--- src/rtl/sar_pkg.sv ---
package sar_pkg;
  localparam int SAR_BITS = 10;
  localparam int SLOT_CYC = 6;
  localparam int CONV_CYC = 62;

  typedef struct packed {
    logic       cmp_mode;
    logic [2:0] chan;
  } sar_ctl_t;
endpackage

--- src/rtl/sar_seq.sv ---
module sar_seq #(
  parameter int N     = 10,
  parameter int SLOT  = 6,
  parameter int TOTAL = 62,
  localparam int IW   = $clog2(N),
  localparam int CW   = $clog2(TOTAL + 1)
) (
  input  logic          clk,
  input  logic          rst_n,
  input  logic          start_go,
  output logic          busy_o,
  output logic          decide_o,
  output logic          done_o,
  output logic [IW-1:0] bit_idx_o
);
  localparam int SETUP = TOTAL - N * SLOT;

  logic          busy_q, busy_nx;
  logic [CW-1:0] cnt_q, cnt_nx;
  logic [IW-1:0] ord_q, ord_nx;
  logic [CW-1:0] target;

  always_comb begin
    target   = CW'(SETUP + SLOT - 1) + CW'(ord_q) * CW'(SLOT);
    decide_o = busy_q && (cnt_q == target);
    done_o   = decide_o && (ord_q == IW'(N - 1));
    busy_o   = busy_q;
    bit_idx_o = IW'(N - 1) - ord_q;
  end

  always_comb begin
    busy_nx = busy_q;
    cnt_nx  = cnt_q;
    ord_nx  = ord_q;
    if (start_go) begin
      busy_nx = 1'b1;
      cnt_nx  = '0;
      ord_nx  = '0;
    end else if (busy_q) begin
      cnt_nx = cnt_q + 1'b1;
      if (done_o) begin
        busy_nx = 1'b0;
        ord_nx  = '0;
      end else if (decide_o) begin
        ord_nx = ord_q + 1'b1;
      end
    end
  end

  always_ff @(posedge clk or negedge rst_n) begin
    if (!rst_n) begin
      busy_q <= 1'b0;
      cnt_q  <= '0;
      ord_q  <= '0;
    end else begin
      busy_q <= busy_nx;
      cnt_q  <= cnt_nx;
      ord_q  <= ord_nx;
    end
  end

  AST_DONE_AT_END: assert property (@(posedge clk) disable iff (!rst_n)
    done_o |-> (cnt_q == CW'(TOTAL - 1)));
  AST_SETUP_QUIET: assert property (@(posedge clk) disable iff (!rst_n)
    (busy_q && cnt_q < CW'(SETUP)) |-> !decide_o);
  AST_ORD_RANGE: assert property (@(posedge clk) disable iff (!rst_n)
    busy_q |-> (ord_q < IW'(N)));
  AST_RESTART: assert property (@(posedge clk) disable iff (!rst_n)
    start_go |=> (busy_q && cnt_q == '0 && ord_q == '0));
endmodule

--- src/rtl/sar_shift.sv ---
module sar_shift #(
  parameter int N   = 10,
  localparam int IW = $clog2(N)
) (
  input  logic          clk,
  input  logic          rst_n,
  input  logic          start_go,
  input  logic          decide_i,
  input  logic          done_i,
  input  logic [IW-1:0] bit_idx_i,
  input  logic          cmp_i,
  output logic [N-1:0]  code_o,
  output logic [N-1:0]  res_o
);
  localparam logic [N-1:0] FIRST = {1'b1, {(N-1){1'b0}}};

  logic [N-1:0] code_q, code_nx, code_dec;
  logic [N-1:0] res_q, res_nx;

  for (genvar g = 0; g < N; g++) begin : g_bit
    assign code_dec[g] = (bit_idx_i == IW'(g))     ? cmp_i :
                         (bit_idx_i == IW'(g + 1)) ? 1'b1  : code_q[g];
  end

  always_comb begin
    code_nx = code_q;
    res_nx  = res_q;
    if (start_go) begin
      code_nx = FIRST;
    end else if (decide_i) begin
      code_nx = code_dec;
      if (done_i) res_nx = code_dec;
    end
  end

  always_ff @(posedge clk or negedge rst_n) begin
    if (!rst_n) begin
      code_q <= '0;
      res_q  <= '0;
    end else begin
      code_q <= code_nx;
      res_q  <= res_nx;
    end
  end

  assign code_o = code_q;
  assign res_o  = res_q;

  AST_FIRST_TRIAL: assert property (@(posedge clk) disable iff (!rst_n)
    start_go |=> (code_q == FIRST));
  AST_NEXT_TRIAL: assert property (@(posedge clk) disable iff (!rst_n)
    (decide_i && !start_go && bit_idx_i != '0) |=> code_q[$past(bit_idx_i) - 1'b1]);
  AST_RES_HOLD: assert property (@(posedge clk) disable iff (!rst_n)
    !done_i |=> $stable(res_q));
endmodule

--- src/rtl/sar_ctl.sv ---
module sar_ctl
  import sar_pkg::*;
(
  input  logic       clk,
  input  logic       rst_n,
  input  logic       ctl_we_i,
  input  logic [3:0] ctl_wdata_i,
  input  logic       start_i,
  input  logic       flag_rd_i,
  input  logic       done_i,
  output logic       start_go_o,
  output sar_ctl_t   ctl_o,
  output logic       flag_o,
  output logic       irq_o
);
  sar_ctl_t ctl_q, ctl_nx;
  logic     flag_q, flag_nx;
  logic     irq_q;

  always_comb begin
    start_go_o = start_i && !ctl_q.cmp_mode;
    ctl_nx     = ctl_we_i ? sar_ctl_t'(ctl_wdata_i) : ctl_q;
    flag_nx    = flag_q;
    if (done_i)                       flag_nx = 1'b1;
    else if (flag_rd_i || start_go_o) flag_nx = 1'b0;
  end

  always_ff @(posedge clk or negedge rst_n) begin
    if (!rst_n) begin
      ctl_q  <= '0;
      flag_q <= 1'b0;
      irq_q  <= 1'b0;
    end else begin
      ctl_q  <= ctl_nx;
      flag_q <= flag_nx;
      irq_q  <= done_i;
    end
  end

  assign ctl_o  = ctl_q;
  assign flag_o = flag_q;
  assign irq_o  = irq_q;

  AST_FLAG_SET: assert property (@(posedge clk) disable iff (!rst_n)
    done_i |=> flag_q);
  AST_FLAG_CLEAR: assert property (@(posedge clk) disable iff (!rst_n)
    (flag_rd_i && !done_i) |=> !flag_q);
  AST_IRQ_PULSE: assert property (@(posedge clk) disable iff (!rst_n)
    irq_q |=> !irq_q);
  AST_CTL_WRITE: assert property (@(posedge clk) disable iff (!rst_n)
    ctl_we_i |=> (ctl_q == sar_ctl_t'($past(ctl_wdata_i))));
endmodule

--- src/rtl/sar_adc_ctrl.sv ---
module sar_adc_ctrl
  import sar_pkg::*;
#(
  parameter int N     = SAR_BITS,
  parameter int SLOT  = SLOT_CYC,
  parameter int TOTAL = CONV_CYC
) (
  input  logic         clk,
  input  logic         rst_n,
  input  logic         start_i,
  input  logic         ctl_we_i,
  input  logic [3:0]   ctl_wdata_i,
  input  logic         flag_rd_i,
  input  logic         cmp_i,
  output logic [N-1:0] dac_code_o,
  output logic [2:0]   chan_o,
  output logic         cmp_mode_o,
  output logic         busy_o,
  output logic         flag_o,
  output logic         irq_o,
  output logic [3:0]   res_hi_o,
  output logic [3:0]   res_mid_o,
  output logic [3:0]   res_lo_o
);
  localparam int IW = $clog2(N);

  logic [1:0]    rst_sync_q;
  logic          rst_sn;
  logic          start_go, decide, done;
  logic [IW-1:0] bit_idx;
  logic [N-1:0]  res;
  sar_ctl_t      ctl;

  always_ff @(posedge clk or negedge rst_n) begin
    if (!rst_n) rst_sync_q <= 2'b00;
    else        rst_sync_q <= {rst_sync_q[0], 1'b1};
  end
  assign rst_sn = rst_sync_q[1];

  sar_ctl i_ctl (
    .clk(clk), .rst_n(rst_sn), .ctl_we_i(ctl_we_i), .ctl_wdata_i(ctl_wdata_i),
    .start_i(start_i), .flag_rd_i(flag_rd_i), .done_i(done),
    .start_go_o(start_go), .ctl_o(ctl), .flag_o(flag_o), .irq_o(irq_o)
  );

  sar_seq #(.N(N), .SLOT(SLOT), .TOTAL(TOTAL)) i_seq (
    .clk(clk), .rst_n(rst_sn), .start_go(start_go), .busy_o(busy_o),
    .decide_o(decide), .done_o(done), .bit_idx_o(bit_idx)
  );

  sar_shift #(.N(N)) i_shift (
    .clk(clk), .rst_n(rst_sn), .start_go(start_go), .decide_i(decide),
    .done_i(done), .bit_idx_i(bit_idx), .cmp_i(cmp_i),
    .code_o(dac_code_o), .res_o(res)
  );

  assign chan_o     = ctl.chan;
  assign cmp_mode_o = ctl.cmp_mode;
  assign res_hi_o   = res[N-1 -: 4];
  assign res_mid_o  = res[N-5 -: 4];
  assign res_lo_o   = {res[1:0], 2'b00};

  AST_MODE_BLOCK: assert property (@(posedge clk) disable iff (!rst_sn)
    (start_i && cmp_mode_o && !busy_o) |=> !busy_o);
  AST_IRQ_WITH_FLAG: assert property (@(posedge clk) disable iff (!rst_sn)
    irq_o |-> (flag_o && !busy_o));
endmodule

--- config.mk ---
export PLATFORM = sky130hd
export DESIGN_NAME = sar_adc_ctrl
export DESIGN_NICKNAME = d
export VERILOG_FILES = /design/src/rtl/sar_pkg.sv /design/src/rtl/sar_seq.sv /design/src/rtl/sar_shift.sv /design/src/rtl/sar_ctl.sv /design/src/rtl/sar_adc_ctrl.sv
export SDC_FILE = /design/constraint.sdc
export NUM_CORES = 1
export LEC_CHECK = 0
export CORE_MARGIN = 5
export CORE_UTILIZATION = 45
export CTS_CLUSTER_SIZE = 24
export DETAILED_ROUTE_END_ITERATION = 12
export DONT_BUFFER_PORTS = 1
export SLEW_MARGIN = 10
export SYNTH_ARGS = -nofsm -noshare
export SYNTH_HDL_FRONTEND = slang
export SYNTH_SLANG_ARGS = --single-unit
--- constraint.sdc ---
create_clock -name clk -period 1.2 [get_ports clk]
set_input_delay 0.18 -clock clk [delete_from_list [all_inputs] [get_ports clk]]
set_output_delay 0.18 -clock clk [all_outputs]
set_load 0.01 [all_outputs]
# == Yosys cells after proc, flatten, opt, wreduce, memory -nomap -nowiden ==
# Index checks and enable logic that the tools add are counted.
# word_totals
regBits,39
latch_bits,0
ramBits,0
romBits,0
input_bits,10
out_inout_bits,29
elab_cells,73
n_memories,0
# op_classes
addsub,4
mul,1
n_div,0
magnitude_cmp,0
eq_ne,12
shift,0
muxes,33
n_bitwise,1
n_reduce_logical,12
# op_table
operator,count
$mux 1,25
$mux 10,2
$eq 4x3->1 const B,4
$eq 4x4->1 const B,4
$mux 4,4
$mux 6,2
$eq 4x2->1 const B,2
$add 3x6->6 const A,1
$add 6x1->6 const B,1
$eq 6x6->1,1
$reduce_bool 2->1,3
$mul 4x2->5 const B,1
$add 4x1->4 const B,1
$eq 4x1->1 const B,1
$logic_not 4->1,1
$sub 4x4->4 const A,1
$logic_and 1x1->1,3
$reduce_and 3->1,1
$reduce_bool 3->1,1
$reduce_and 2->1,1
$logic_not 1->1,1
$logic_or 1x1->1,1
$not 1->1,1

# == Depth between registers and ports, before layout ==
# depth
ltp_word,8
depth_mapped,9

# == Modules after synthesis ==
# Synthesis repeated with hierarchy kept, for this count alone.
# unflattened
hier_cells,213
hier_area_um2,2311.0
# by_module_without_submodules
mod,instances,cells_per_inst,area_each_um2,seq_area_each_um2
sar_shift,1,114,1221.2,500.5
sar_seq,1,80,802.0,275.3
sar_ctl,1,13,215.2,150.1
sar_adc_ctrl,1,6,72.6,50.0

# == Worst setup path before layout ==
# No wires, ideal clock.
# synth_path
path_kind,register to register
start,register i_seq.ord_q[0]
end,"register i_shift.res_q[1], in the netlist i_shift.res_o[1]"
setup_time_ps,125
arrival_time_ps,2806
path_slack_ps,-1730
path_stages_with_launch,8
n_path_buf,0
cell_sequence,dfrtp_1 > ha_1 > fa_1 > xnor2_1 > nor3b_2 > xnor3_2 > nor4_4 > mux2_2
# synth_between
elab_chain_len,6
elab_cells_between_ends,12
classes_between,2 x add/sub; 1 x mul; 4 x eq/ne; 2 x mux; 3 x reduce/logical
# synth_rtl
item,line,text
from (decl),sar_seq.sv:20,"logic [IW-1:0] ord_q, ord_nx;"
from (signal assigned),sar_seq.sv:58,ord_q <= ord_nx;
$mul 4x2->5,sar_seq.sv:24,target = CW'(SETUP + SLOT - 1) + CW'(ord_q) * CW'(SLOT);
$add 3x6->6,sar_seq.sv:24,
$eq 6x6->1,sar_seq.sv:25,decide_o = busy_q && (cnt_q == target);
$logic_and 1x1->1,sar_seq.sv:25,
$logic_and 1x1->1,sar_seq.sv:26,done_o = decide_o && (ord_q == IW'(N - 1));
$reduce_and 3->1 (no line),--,
to (signal assigned),sar_shift.sv:42,res_q <= res_nx;
to (decl),sar_shift.sv:18,"logic [N-1:0] res_q, res_nx;"
# Parallel ways exist; a longest one is shown, timed or not.
# A chain may end at the register's enable or synchronous reset.

# == Worst setup path in the final report ==
# layout_path
start,register i_seq.ord_q[1]
end,"register i_shift.res_q[2], in the netlist i_shift.res_o[2]"
# The elaborated chain is that of the path after synthesis.

==> results.sh <==
export IMPL_p_total_mw=4.178
export IMPL_yosysSeqAreaShare_pct=44.27
export IMPL_required_ns=1.38
export IMPL_wl_per_cell_microns=17.87
export IMPL_cts_buffers=5
export IMPL_final_layout_size_suffix_gt1_share_pct=37.55
export IMPL_critical_path_max_stage_delay_ns=0.60
export IMPL_synth_edf_count=0
export IMPL_start_util_pct=46.37
export IMPL_clkPwrFrac_pct=20.9
export IMPL_fin_setup_tns_ns=-36.76
export IMPL_path_class="register to register"
export IMPL_layout_nets=288
export IMPL_core_sq_um=4755
export IMPL_min_period_ns=2.644
export IMPL_synth_distinct_cells=44
export IMPL_failed_checks="setup timing"
export IMPL_ys_warnings_count=0
export IMPL_stdcell_area_sq_um=2927
export IMPL_dr_first_iter_drc_count=94
export IMPL_synth_avg_cell_area_sq_um=10.30
export IMPL_cts_tree="yes"
export IMPL_antenna_cells=0
export IMPL_worst_slack_ns=-1.444
export IMPL_ys_async_sr_fraction_pct=100.0
export IMPL_clk_pin_slew_ns=0.08
export IMPL_use_met1_pct=24.41
export IMPL_final_cell_count_no_fill=336
export IMPL_area_growth_pct=32.75
export IMPL_rows=25
export IMPL_status="finished with violations"
export IMPL_dp_hpwl_microns=4222
export IMPL_clock_sinks=39
export IMPL_worst_clock_skew_ns=0.004448
export IMPL_htreeDepth=2
export IMPL_clkLatencyLatePin_ns=0.29
export IMPL_switching_share_pct=35.69
export IMPL_drt_total_wl_microns=6004
export IMPL_p_per_area_nw_per_um2=1428
export IMPL_firstDrtPassIters=4
export IMPL_critPathCaptureType="register"
export IMPL_seqPwrFrac_pct=37.5
export IMPL_drv_slew=0
export IMPL_synth_area_sq_um=2205
export IMPL_via_count=1862
export IMPL_pre_cts_slack_ns=-1.428
export IMPL_p_leak_nw=1.322
export IMPL_cts_buffer_depth=2
export IMPL_path_cells="ha_4 -> fa_2 -> nor3b_2 -> xnor3_2 -> nor4_4 -> buf_4 -> mux2_4"
export IMPL_gp_congestion=0.8901
export IMPL_drc_errors=0
export IMPL_final_util_pct=61.55
export IMPL_ys_top_cells_by_area="dfrtp_1 (44%), mux2_2 (6.1%), ha_1 (5.1%), mux2i_1 (3.6%), nor2_1 (3.2%)"
export IMPL_p_switching_mw=1.491
export IMPL_grt_max_degree=23
export IMPL_die_area_sq_um=6399
export IMPL_crit_family="adder cells"
export IMPL_busiest_layer="met2"
export IMPL_yosys_area_top_type="dfrtp_1"
export IMPL_die_h_microns=80.00
export IMPL_synthCells=214
export IMPL_arrival_ns=2.83
export IMPL_gr_total_overflow=0
export IMPL_hold_class="primary input to register"
export IMPL_timing_critical_path_buf_inv=1
export IMPL_nFillCells=392
export IMPL_via_per_inst=5.542
export IMPL_dieWidth_microns=80.00
export IMPL_grt_use_total_pct=19.56
export IMPL_rsz0062_at_grt="yes"
export IMPL_use_met2_pct=32.28
export IMPL_dpl_instance_area_sq_um=2633
export IMPL_ys_ff_latch=39
export IMPL_root_buffer="clkbuf_8"
export IMPL_antenna_found_initial=0
export IMPL_p_int_mw=2.687
export IMPL_critPathLaunchType="register"
export IMPL_grt_pass1_wl_microns=9660
export IMPL_ir_drop_uv=958.9
export IMPL_ant_nets=0
export IMPL_tightest_slew_ns=0.5690
export IMPL_met3_usage_pct=5.756
export IMPL_slew_headroom_pct=61.92
export IMPL_synth_flop_cell="dfrtp_1"
export IMPL_p_comb_share_pct=41.6
export IMPL_hold_viol=0
export IMPL_layout_worst_path_cycle_share_pct=220.4
export IMPL_synth_top_area_share_pct=44.27
export IMPL_port_buffers=0
export IMPL_setup_viol=27
export IMPL_slowest_stage="fa_2"
export IMPL_path_max_fanout=4
export IMPL_dp_cells=317
export IMPL_hold_ws_ns=0.03459
export IMPL_fmax_mhz=378.2
export IMPL_io_pins=39
export IMPL_first_global_vias=1967
export IMPL_cap_violations=0
==> area by class of cell <==
type	instances	area [sq um]	share of cell area [%]
tap	67	83.83	2.864
clock inverter	1	5.005	0.1710
inverter	8	30.03	1.026
clock buffer	7	76.32	2.608
timing repair buffer	57	465.4	15.90
multi-input combinational	157	1287	43.99
sequential	39	978.4	33.43
==> synthesized netlist by cell type (all sizes together) (4+ instances only) <==
library cell / n
a21oi: 7
mux2i: 8
nor2b: 4
mux2: 12
nand3: 6
dfrtp: 39
a31oi: 5
nand2: 18
xnor2: 4
clkbuf: 9
ha: 9
o21ai: 8
o221a: 5
nor2: 19
nor4: 7
xor2: 6
inv: 8
==> kinds of logic (layout without fill, tap and decap cells) <==
| family | after synthesis | after routing | share of synthesized area [%] |
|---|---|---|---|
| XOR/XNOR | 13 | 13 | 7.094 |
| other | 2 | 3 | 0.3406 |
| AO/OA/AOI/OAI | 37 | 37 | 11.58 |
| flip-flops | 39 | 39 | 44.27 |
| adder cells (fa/ha/maj) | 10 | 10 | 6.016 |
| buffers and inverters | 20 | 73 | 3.802 |
| AND/OR/NAND/NOR | 73 | 74 | 17.14 |
| multiplexers | 20 | 20 | 9.762 |
==> what timing repair did <==
| item | in CTS | in global routing |
|---|---|---|
| pin swaps | 5 | 11 |
| buffers inserted | 7 | 2 |
| hold buffers | 1 | 0 |
| endpoints found under the setup margin | 28 | 30 |
| cloned | 1 | 0 |
| endpoints found under the hold margin | 2 | 0 |
| gates resized for setup | 14 | 13 |
==> placed cells by master (no fill, tap or decap), types with 3 or more instances in the layout <==
master / instances
inv_1: 8
conb_1: 3
mux2i_1: 8
xor2_1: 6
ha_1: 6
nand2b_1: 3
o21ai_1: 3
o221a_2: 5
xnor2_1: 4
a21oi_1: 7
nand4_1: 3
nor2b_1: 4
nand2_1: 17
mux2_4: 7
nand3_1: 6
nor4_2: 3
buf_4: 49
nor4_4: 3
buf_6: 6
dfrtp_1: 37
nor2_1: 17
o21ai_0: 5
mux2_2: 5
a31oi_1: 5
clkbuf_8: 5
==> power groups by stage <==
stage	Clock [mW]	Sequential (mW)	Combinational (mW)
3_3_place_gp	0	1.59	1.44
6_report	0.874	1.57	1.74
4_1_cts	0.879	1.57	1.58
5_1_grt	0.956	1.58	1.90
2_1_floorplan	0	1.62	0.864
3_5_place_dp	0	1.60	1.47
==> sequential cells by signal (all words and copies together) (netlist names) <==
| signal | count |
|---|---|
| i_ctl.ctl_o | 4 |
| i_ctl.flag_o | 1 |
| i_ctl.irq_o | 1 |
| i_seq.busy_o | 1 |
| i_seq.cnt_q | 6 |
| i_seq.ord_q | 4 |
| i_shift.code_o | 10 |
| i_shift.res_o | 10 |
| rst_sync_q | 2 |
==> layer usage <==
metal,wire (microns),share of wire [%]
met2,3146,52
met3,389,6.5
met5,0,0
met4,69,1.1
met1,2399,40
==> path summary, 6_finish.rpt <==
path	from	to	slack [ns]	cells past startpoint
worst max register to register	i_seq.ord_q[1]$_DFFE_PN0P_	i_shift.res_o[2]$_DFFE_PN0P_	-1.44	7
worst max-delay path	i_seq.ord_q[1]$_DFFE_PN0P_	i_shift.res_o[2]$_DFFE_PN0P_	-1.44	7
max in group asynchronous	rst_sync_q[1]$_DFF_PN0_	i_seq.ord_q[1]$_DFFE_PN0P_	0.70	1
min in group asynchronous	rst_n	rst_sync_q[0]$_DFF_PN0_	0.11	1
worst min-delay path	ctl_wdata_i[0]	i_ctl.ctl_o[0]$_DFFE_PN0P_	0.03	1
worst min register to register	rst_sync_q[1]$_DFF_PN0_	i_shift.res_o[1]$_DFFE_PN0P_	0.21	1
Power figures use the tool's default switching activity.
